--- src/rtl/scanwin_pkg.sv ---
`timescale 1ns/1ps
package scanwin_pkg;
  localparam int INS_W   = 64;
  localparam int FIELD_W = 20;
  localparam int LO_LSB  = 0;
  localparam int HI_LSB  = 20;
  localparam int OP_LSB  = 56;
  localparam int OP_W    = 8;

  localparam logic [OP_W-1:0] OP_WAIT_IN  = 8'h05;
  localparam logic [OP_W-1:0] OP_WAIT_OUT = 8'h06;

  typedef enum logic [0:0] {ST_IDLE, ST_WAIT} scanwin_st_e;
endpackage

--- src/rtl/scanwin_unpack.sv ---
`timescale 1ns/1ps
module scanwin_unpack #(
  parameter int LINE_W = 13
) (
  input  logic                               clk,
  input  logic                               rst_n,
  input  logic [scanwin_pkg::INS_W-1:0]      ins_i,
  input  logic [LINE_W-1:0]                  vtotal_i,
  output logic                               bad_o,
  output logic [LINE_W-1:0]                  lo_o,
  output logic [LINE_W-1:0]                  hi_o,
  output logic                               inside_o
);
  import scanwin_pkg::*;

  localparam int EXT_W = FIELD_W + 1;

  logic [OP_W-1:0]    op;
  logic [FIELD_W-1:0] lo_f, hi_f;
  logic [EXT_W-1:0]   vt_x;
  logic [LINE_W-1:0]  lo_n, hi_n;
  logic               op_ok, range_ok, wrap, full;
  logic               unused_rsv;

  assign op         = ins_i[OP_LSB +: OP_W];
  assign lo_f       = ins_i[LO_LSB +: FIELD_W];
  assign hi_f       = ins_i[HI_LSB +: FIELD_W];
  assign unused_rsv = ^ins_i[OP_LSB-1:HI_LSB+FIELD_W];
  assign vt_x       = {{(EXT_W-LINE_W){1'b0}}, vtotal_i};

  always_comb begin
    op_ok    = (op == OP_WAIT_IN) || (op == OP_WAIT_OUT);
    range_ok = ({1'b0, lo_f} < vt_x) && ({1'b0, hi_f} < vt_x);
    lo_n     = lo_f[LINE_W-1:0];
    hi_n     = hi_f[LINE_W-1:0];
    wrap     = hi_n < lo_n;
    if (wrap)
      full = (hi_n + LINE_W'(1)) == lo_n;
    else
      full = (lo_n == '0) && (hi_n == vtotal_i - LINE_W'(1));
    bad_o    = !op_ok || !range_ok || full;
    // A wrapping band becomes its ordered complement with the sense flipped
    lo_o     = wrap ? hi_n + LINE_W'(1) : lo_n;
    hi_o     = wrap ? lo_n - LINE_W'(1) : hi_n;
    inside_o = (op == OP_WAIT_IN) ^ wrap;
  end

  // a legal request always yields an ordered band after conversion
  assert_band_ordered_R5: assert property (@(posedge clk) disable iff (!rst_n)
    !bad_o |-> (lo_o <= hi_o));
endmodule

--- src/rtl/scanwin_remap.sv ---
`timescale 1ns/1ps
module scanwin_remap #(
  parameter int LINE_W = 13
) (
  input  logic              clk,
  input  logic              rst_n,
  input  logic [LINE_W-1:0] log_line_i,
  input  logic [LINE_W-1:0] vtotal_i,
  input  logic [LINE_W-1:0] offset_i,
  output logic [LINE_W-1:0] hw_line_o
);
  localparam int SUM_W = LINE_W + 2;

  logic [SUM_W-1:0] sum, red, vt_e;
  logic             unused_top;

  always_comb begin
    vt_e = {2'b00, vtotal_i};
    sum  = {2'b00, log_line_i} + vt_e - {2'b00, offset_i};
    red  = sum - vt_e;
    hw_line_o = (sum >= vt_e) ? red[LINE_W-1:0] : sum[LINE_W-1:0];
  end
  assign unused_top = ^{sum[SUM_W-1:LINE_W], red[SUM_W-1:LINE_W]};

  // in-range inputs always map inside the frame
  assert_remap_in_frame_R9: assert property (@(posedge clk) disable iff (!rst_n)
    ((log_line_i < vtotal_i) && (offset_i < vtotal_i)) |-> (hw_line_o < vtotal_i));
endmodule

--- src/rtl/scanwin_match.sv ---
`timescale 1ns/1ps
module scanwin_match #(
  parameter int LINE_W = 13
) (
  input  logic [LINE_W-1:0] line_i,
  input  logic [LINE_W-1:0] lo_i,
  input  logic [LINE_W-1:0] hi_i,
  input  logic              inside_i,
  output logic              hit_o
);
  logic in_band;
  always_comb begin
    in_band = (line_i >= lo_i) && (line_i <= hi_i);
    hit_o   = inside_i ? in_band : !in_band;
  end
endmodule

--- src/rtl/scanwin_wait.sv ---
`timescale 1ns/1ps
module scanwin_wait #(
  parameter int LINE_W = 13
) (
  input  logic              clk,
  input  logic              rst_n,
  input  logic              ins_valid_i,
  output logic              ins_ready_o,
  input  logic [63:0]       ins_data_i,
  input  logic              abort_i,
  input  logic [LINE_W-1:0] cur_line_i,
  input  logic [LINE_W-1:0] vtotal_i,
  input  logic [LINE_W-1:0] line_offset_i,
  input  logic [LINE_W-1:0] log_line_i,
  output logic [LINE_W-1:0] hw_line_o,
  output logic              done_o,
  output logic              err_o
);
  import scanwin_pkg::*;

  scanwin_st_e       state;
  logic [LINE_W-1:0] win_lo, win_hi;
  logic              win_inside;
  logic              err_q;
  logic              dec_bad, dec_inside, hit, take;
  logic [LINE_W-1:0] dec_lo, dec_hi;

  scanwin_unpack #(.LINE_W(LINE_W)) u_unpack (
    .clk(clk), .rst_n(rst_n), .ins_i(ins_data_i), .vtotal_i(vtotal_i),
    .bad_o(dec_bad), .lo_o(dec_lo), .hi_o(dec_hi), .inside_o(dec_inside));

  scanwin_match #(.LINE_W(LINE_W)) u_match (
    .line_i(cur_line_i), .lo_i(win_lo), .hi_i(win_hi),
    .inside_i(win_inside), .hit_o(hit));

  scanwin_remap #(.LINE_W(LINE_W)) u_remap (
    .clk(clk), .rst_n(rst_n), .log_line_i(log_line_i), .vtotal_i(vtotal_i),
    .offset_i(line_offset_i), .hw_line_o(hw_line_o));

  assign ins_ready_o = (state == ST_IDLE);
  assign take        = ins_valid_i && ins_ready_o;

  always_ff @(posedge clk) begin
    if (!rst_n) begin
      state      <= ST_IDLE;
      win_lo     <= '0;
      win_hi     <= '0;
      win_inside <= 1'b0;
      err_q      <= 1'b0;
    end else begin
      err_q <= 1'b0;
      unique case (state)
        ST_IDLE: if (take) begin
          if (dec_bad) begin
            err_q <= 1'b1;
          end else begin
            state      <= ST_WAIT;
            win_lo     <= dec_lo;
            win_hi     <= dec_hi;
            win_inside <= dec_inside;
          end
        end
        ST_WAIT: if (abort_i || hit) state <= ST_IDLE;
        default: state <= ST_IDLE;
      endcase
    end
  end

  assign done_o = (state == ST_WAIT) && hit && !abort_i;
  assign err_o  = err_q;

  // a legal transfer makes the unit busy
  assert_take_starts_wait_R2: assert property (@(posedge clk) disable iff (!rst_n)
    (take && !dec_bad) |=> !ins_ready_o);
  // error only follows a transfer and starts no wait
  assert_err_follows_take_R6: assert property (@(posedge clk) disable iff (!rst_n)
    err_o |-> $past(take));
  assert_err_keeps_idle_R6: assert property (@(posedge clk) disable iff (!rst_n)
    err_o |-> ins_ready_o);
  // done is a pulse and frees the unit
  assert_done_pulse_R7: assert property (@(posedge clk) disable iff (!rst_n)
    done_o |=> (!done_o && ins_ready_o));
  // abort on a pending wait returns to idle
  assert_abort_frees_R8: assert property (@(posedge clk) disable iff (!rst_n)
    (!ins_ready_o && abort_i) |=> ins_ready_o);
endmodule

--- config.mk ---
export PLATFORM = sky130hd
export DESIGN_NAME = scanwin_wait
export DESIGN_NICKNAME = d
export VERILOG_FILES = /design/src/rtl/scanwin_pkg.sv /design/src/rtl/scanwin_unpack.sv /design/src/rtl/scanwin_remap.sv /design/src/rtl/scanwin_match.sv /design/src/rtl/scanwin_wait.sv
export SDC_FILE = /design/constraint.sdc
export NUM_CORES = 1
export LEC_CHECK = 0
export ABC_AREA = 1
export BUFFER_PORTS_ARGS = -buffer_cell sky130_fd_sc_hd__buf_2
export CAP_MARGIN = 15
export CORE_ASPECT_RATIO = 1.2
export CORE_MARGIN = 2
export CORE_UTILIZATION = 50
export CTS_BUF_LIST = sky130_fd_sc_hd__clkbuf_8
export DETAILED_ROUTE_END_ITERATION = 10
export GPL_TIMING_DRIVEN = 0
export PLACE_DENSITY = 0.82
export SETUP_SLACK_MARGIN = 0.05
export SLEW_MARGIN = 10
export SYNTH_ARGS = -nofsm -noshare
export SYNTH_HDL_FRONTEND = slang
export SYNTH_SLANG_ARGS = --single-unit
--- constraint.sdc ---
create_clock -name clk -period 9.8 [get_ports clk]
set_input_delay 2.94 -clock clk [delete_from_list [all_inputs] [get_ports clk]]
set_output_delay 2.94 -clock clk [all_outputs]
set_load 0.02 [all_outputs]
Word-level counts from Yosys, hierarchy flattened
Cells that the tools add are included.

$lt $le $gt $ge: 6. Reduce and logical (&&, ||, !) cells: 17. Mux-type cells: 10. $add $sub $neg: 6. Eq/ne operators: 4. Bitwise operators: 5.

Operators by type and width (number): $lt 20x13->1 (2); $mux 13 (3); $eq 13x13->1 (2); $sub 13x1->13 const B (2); $eq 8x3->1 const B (2); $ge 15x13->1 (1); $sub 14x13->15 (1); $add 13x13->14 (1); $add 13x1->13 const B (1); $ge 13x13->1 (1); $le 13x13->1 (1); $logic_not 13->1 (1); $lt 13x13->1 (1); $sub 13x13->13 (1); $logic_and 1x1->1 (6); $mux 1 (6); $logic_not 1->1 (4); $logic_or 1x1->1 (4); $not 1->1 (4); $reduce_and 3->1 (1); $reduce_or 3->1 (1); $pmux 1 s2 (1); $xor 1x1->1 (1).

Output and inout port bits: 16. Flip-flop bits (word level): 29.

Depth between registers and ports, before layout
Word-level depth: 8. Gate-level depth with buffers: 24. Depth with buffers taken out: 23.

Cells and area by module
From an unflattened synthesis, not the netlist that was laid out.

Cells, all modules: 1106. Area, all modules: 6396.1 µm².

Modules (own cells, without submodules): scanwin_unpack (times used 1, area an instance 2474.9 µm², cells an instance 464); scanwin_remap (times used 1, area an instance 1998.2 µm², cells an instance 337); scanwin_wait (times used 1, area an instance 1208.7 µm², cells an instance 183); scanwin_match (times used 1, area an instance 714.4 µm², cells an instance 122).

Least setup slack after synthesis
OpenSTA, ideal clock, no wires.

Path kind: input -> output. From: in vtotal_i[1]. To: out hw_line_o[1]. Path slack: 0.339 ns. Path buffers: 1. Stages on the path: 21. Data required time: 6.860 ns. Arrival time: 6.521 ns. Cell sequence: inv_1 -> fa_1 -> inv_1 -> fa_1 -> nand4_1 -> and3_1 -> o21ai_0 -> a31oi_1 -> xor2_1 -> inv_1 -> ha_1 -> nand2_1 -> nor2_1 -> nand4_1 -> nand4_1 -> nand2_1 -> o21ai_0 -> nand2_1 -> nand3_2 -> buf_2 -> o21ai_0.

Longest elaborated chain between the ends: 4. Elaborated cells between the ends (all ways): 5. Those cells by class: add/sub (3); order compare (1); mux (1).

Ends and longest elaborated chain: from (decl) (line scanwin_wait.sv:12) `input logic [LINE_W-1:0] vtotal_i,`; $add 13x13->14 (line scanwin_remap.sv:19) `sum = {2'b00, log_line_i} + vt_e - {2'b00, offset_i};`; $sub 14x13->15 (line scanwin_remap.sv:19); $sub 13x13->13 or $ge 15x13->1 (tied branches) (line scanwin_remap.sv:20, scanwin_remap.sv:21); $mux 13 * (line scanwin_remap.sv:21) `hw_line_o = (sum >= vt_e) ? red[LINE_W-1:0] : sum[LINE_W-1:0];`; to (decl) (line scanwin_wait.sv:15) `output logic [LINE_W-1:0] hw_line_o,`.

Mark *: on every way between the ends. The rest lies on a longest branch, timed or not.

Final worst setup path
From: in vtotal_i[2]. To: out hw_line_o[1].

Longest elaborated chain between the ends: 4.

Ends and longest elaborated chain (line): $add 13x13->14 (scanwin_remap.sv:19); $sub 14x13->15 (scanwin_remap.sv:19); $ge 15x13->1 * (scanwin_remap.sv:21); $mux 13 * (scanwin_remap.sv:21).

Marked as above.

==> impl_metrics.ini <==
[outcome]
status = finished with violations
violations = setup timing

[pwr]
p_per_area_nw_per_um2 = 149
swShare_pct = 51.5
seq_power_share_pct = 10.1
p_leak_nw = 4.18
comb_power_share_pct = 81.8
clkPwrFrac_pct = 8.1
p_int_mw = 0.567
switching_power_mw = 0.603
power_mw = 1.17
ir_worst_vdd_mv = 0.204

[timing]
slew_violations = 0
worst_slack_ns = -0.155
post-route-min-period_ns = 9.96
finalCritPeriodShare_pct = 102
setup_viol = 13
fmax_mhz = 100
rsz0062_at_grt = yes
hold_viol = 0
max_slew_margin_pct = 66.6
worst_pin_slew_ns = 0.498
holdWs_ns = 0.517
clock_skew_ns = 0.00328

[clock_network]
cts.sinks = 29
clk_latency_ns = 0.27
cts_root_buf = clkbuf_8
cts.clk_slew.worst_paths_ns = 0.06
htreeDepth = 2
tritoncts = yes
numCtsBuffers = 5
clock_path_buffers = 2
cts_hold_buffers = 0

[critical_path]
crit_top_cell = nand2_1
worstPathRequired_ns = 6.86
cp-startpoint = vtotal_i[2]
path_max_fanout = 7
crit_family = adder cells
startpoint_type = input pin
r2r_slack_ns = 7.99
critical_path_class = in2out
crit_path_top_delay_cell = fa_1
crit_path_end_kind = output pin
r2r-start = win_hi[10]
cpPeakStageDelay_ns = 0.54
path_cells = buf_2 > inv_2 > fa_1 > inv_1 > ha_4 > nand2_1 > nor2_2 > a21o_1 > buf_4 > xor2_1 > inv_1 > ha_4 > nand2_1 > o21ai_1 > nand2_1 > nand4_1 > nand2_1 > o21ai_2 > nand2_2 > nand3_4 > buf_4 > nand2_1 > o21ai_1 > buf_4
cp.arrival_ns = 7.02
path_buf_inv = 7

[floorplanning]
core_area_um2 = 12200
die_h_um = 127
start_util_pct = 51.6
die_w_um = 106
rows = 44
io_pins = 136
die_area_um2 = 13500

[place]
place_congestion = 0.954
hpwl_um = 14900
dp.cells = 1325
place_ws_ns = -0.272
port_buffers = 118

[detailed_routing]
wl_met1_um = 7080
drt_iter0_drc = 358
viasPerCell = 5.30
drt-total-wl_um = 20200
vias = 7202
routedWlPerCell_um = 14.9
ant_nets = 0
drc_errors = 0
wl_met2_um = 10700
wl_met3_um = 1110
drt_pass1_iterations = 6
maxUsedRoutingLayer = met4

[logic_synthesis]
synth.top_cells.by_area = ha_1 (19%), nand2_1 (16%), inv_1 (11%)
synth_top_area_cell = ha_1
synth_cell_types = 49
ys.flop_type = dfxtp_1
synth_area_um2 = 6280
synth_nets = 1274
async_flop_share_pct = 0
syn_inst = 1046
synth_seq_area_share_pct = 9.24
synth.avg_cell_area_um2 = 6.01
synth_most_common_cell = nand2_1
netlist_top_cells_count = nand2_1 (272), inv_1 (188), nor2_1 (106), ha_1 (94), nand3_1 (53)
synth_top_area_share_pct = 18.7
synth_edf_count = 0
synth-seq-cells = 29
yosysWarningCount = 0

[grt]
grt_pass1_wl_um = 29000
track_usage_pct = 26.0
grt_max_degree = 11
grt_pass1_vias = 6834
gr-total-overflow = 0
antenna_found_initial = 0

[finish]
synthToLayoutAreaGrowth_pct = 24.8
antennaDiodeCount = 0
drive_gt1_share_pct = 20.7
stdcell_count = 1358
nets = 1425
final_core_util_pct = 64.5
fillers = 1129

[run]
maxCapViolCount = 0

[min_path]
min_from = win_lo[6]
hold_path.class = reg2reg
-- cells in the final DEF (no fill, tap or decap), types with 3 or more instances in the layout --
cell / netlist / layout
nand3b_1: 5 / 5
a21oi_1: 50 / 45
inv_1: 188 / 176
a21oi_2: 0 / 3
clkinv_1: 16 / 16
clkbuf_1: 5 / 5
buf_8: 0 / 3
nor3_1: 12 / 10
a211oi_1: 3 / 3
dfxtp_1: 29 / 29
nor2_1: 106 / 103
nand3_1: 53 / 51
ha_1: 94 / 82
clkinvlp_4: 0 / 5
buf_4: 2 / 34
buf_6: 7 / 13
nand2_4: 0 / 5
nor2_4: 3 / 4
nand2_1: 272 / 261
ha_2: 0 / 3
inv_2: 2 / 10
fa_1: 14 / 13
nand2_2: 3 / 9
o21ai_1: 3 / 5
buf_1: 3 / 3
buf_2: 2 / 103
ha_4: 0 / 9
nor2_2: 4 / 6
a21o_1: 3 / 3
nand4_1: 48 / 48
nand3_4: 2 / 4
xor2_1: 33 / 31
o21ai_2: 1 / 10
xnor2_1: 7 / 7
clkbuf_8: 0 / 6
o21ai_0: 51 / 38
-- logic make-up (layout without fill, tap and decap cells) --
logic type                 Yosys count  count (layout)  synth area share [%]
AOI/OAI and AO/OA                  125             125                  10.9
xor gates and xnor gates            41              41                  5.94
adders and majority gates          108             108                  23.2
buffers and inverters              228             379                  14.9
DFF                                 29              29                  9.24
and+or+nand+nor                    515             515                  35.8
-- power by group through the flow --
stage | combinational (mW) | clock (mW) | sequential, mW
after floorplan | 0.471 | 0 | 0.121
after global placement | 0.643 | 0 | 0.121
after detailed placement | 0.653 | 0 | 0.121
after CTS | 0.684 | 0.0975 | 0.118
after global routing | 1.02 | 0.101 | 0.118
final | 0.957 | 0.0950 | 0.118
-- state kept, by name (all words and copies together), names as in the netlist --
name        count
state           1
win_hi         13
win_inside      1
err_o           1
win_lo         13
-- metal layers --
metal,track usage [%],vias up
met5,0,-
met4,12.2,0
met3,2.83,82
met2,52.3,267
met1,25.9,3211
li1,-,3642
-- worst paths after layout --
check                  to  cells past startpoint
min             win_lo[6]                      4
max          hw_line_o[1]                     24
max reg2reg         state                     11
min reg2reg     win_lo[6]                      4
-- area by class of cell --
type / instances / area, um2 / share of cell area (%)
Clock inverter: 1 / 3.75 / 0.0479
Timing Repair Buffer: 144 / 888 / 11.3
Multi-Input combinational cell: 789 / 5110 / 65.1
Buffer: 21 / 179 / 2.28
Sequential cell: 29 / 581 / 7.40
Clock buffer: 6 / 82.6 / 1.05
Tap cell: 161 / 201 / 2.57
Inverter: 207 / 798 / 10.2
-- stage by stage --
stage | setup TNS (ns) | cell area, um2
2_1_floorplan | 0 | 6280
3_3_place_gp | -2.10 | 7070
3_5_place_dp | -2.68 | 7070
4_1_cts | 0 | 7250
5_1_grt | -4.54 | 7840
6_report | -1.51 | 7840
-- timing repair --
action | 4_1_cts | 5_1_grt
gates resized for setup | 20 | 101
cloned | 0 | 2
buffers inserted | 2 | 22
pin swaps | 0 | 28
endpoints found under the setup margin | 13 | 13
-- worst reg2reg max path, stage by stage (launching register included) --
cell and delay, ns:
dfxtp_1 0.30, inv_1 0.05, ha_1 0.29, a21oi_1 0.15
nor2_1 0.05, a211oi_1 0.31, o211ai_1 0.14, nand2_1 0.11
nand2_1 0.05, nand2_1 0.07, nand3_1 0.08, a21oi_1 0.13
(Power assumes the default switching activity.)
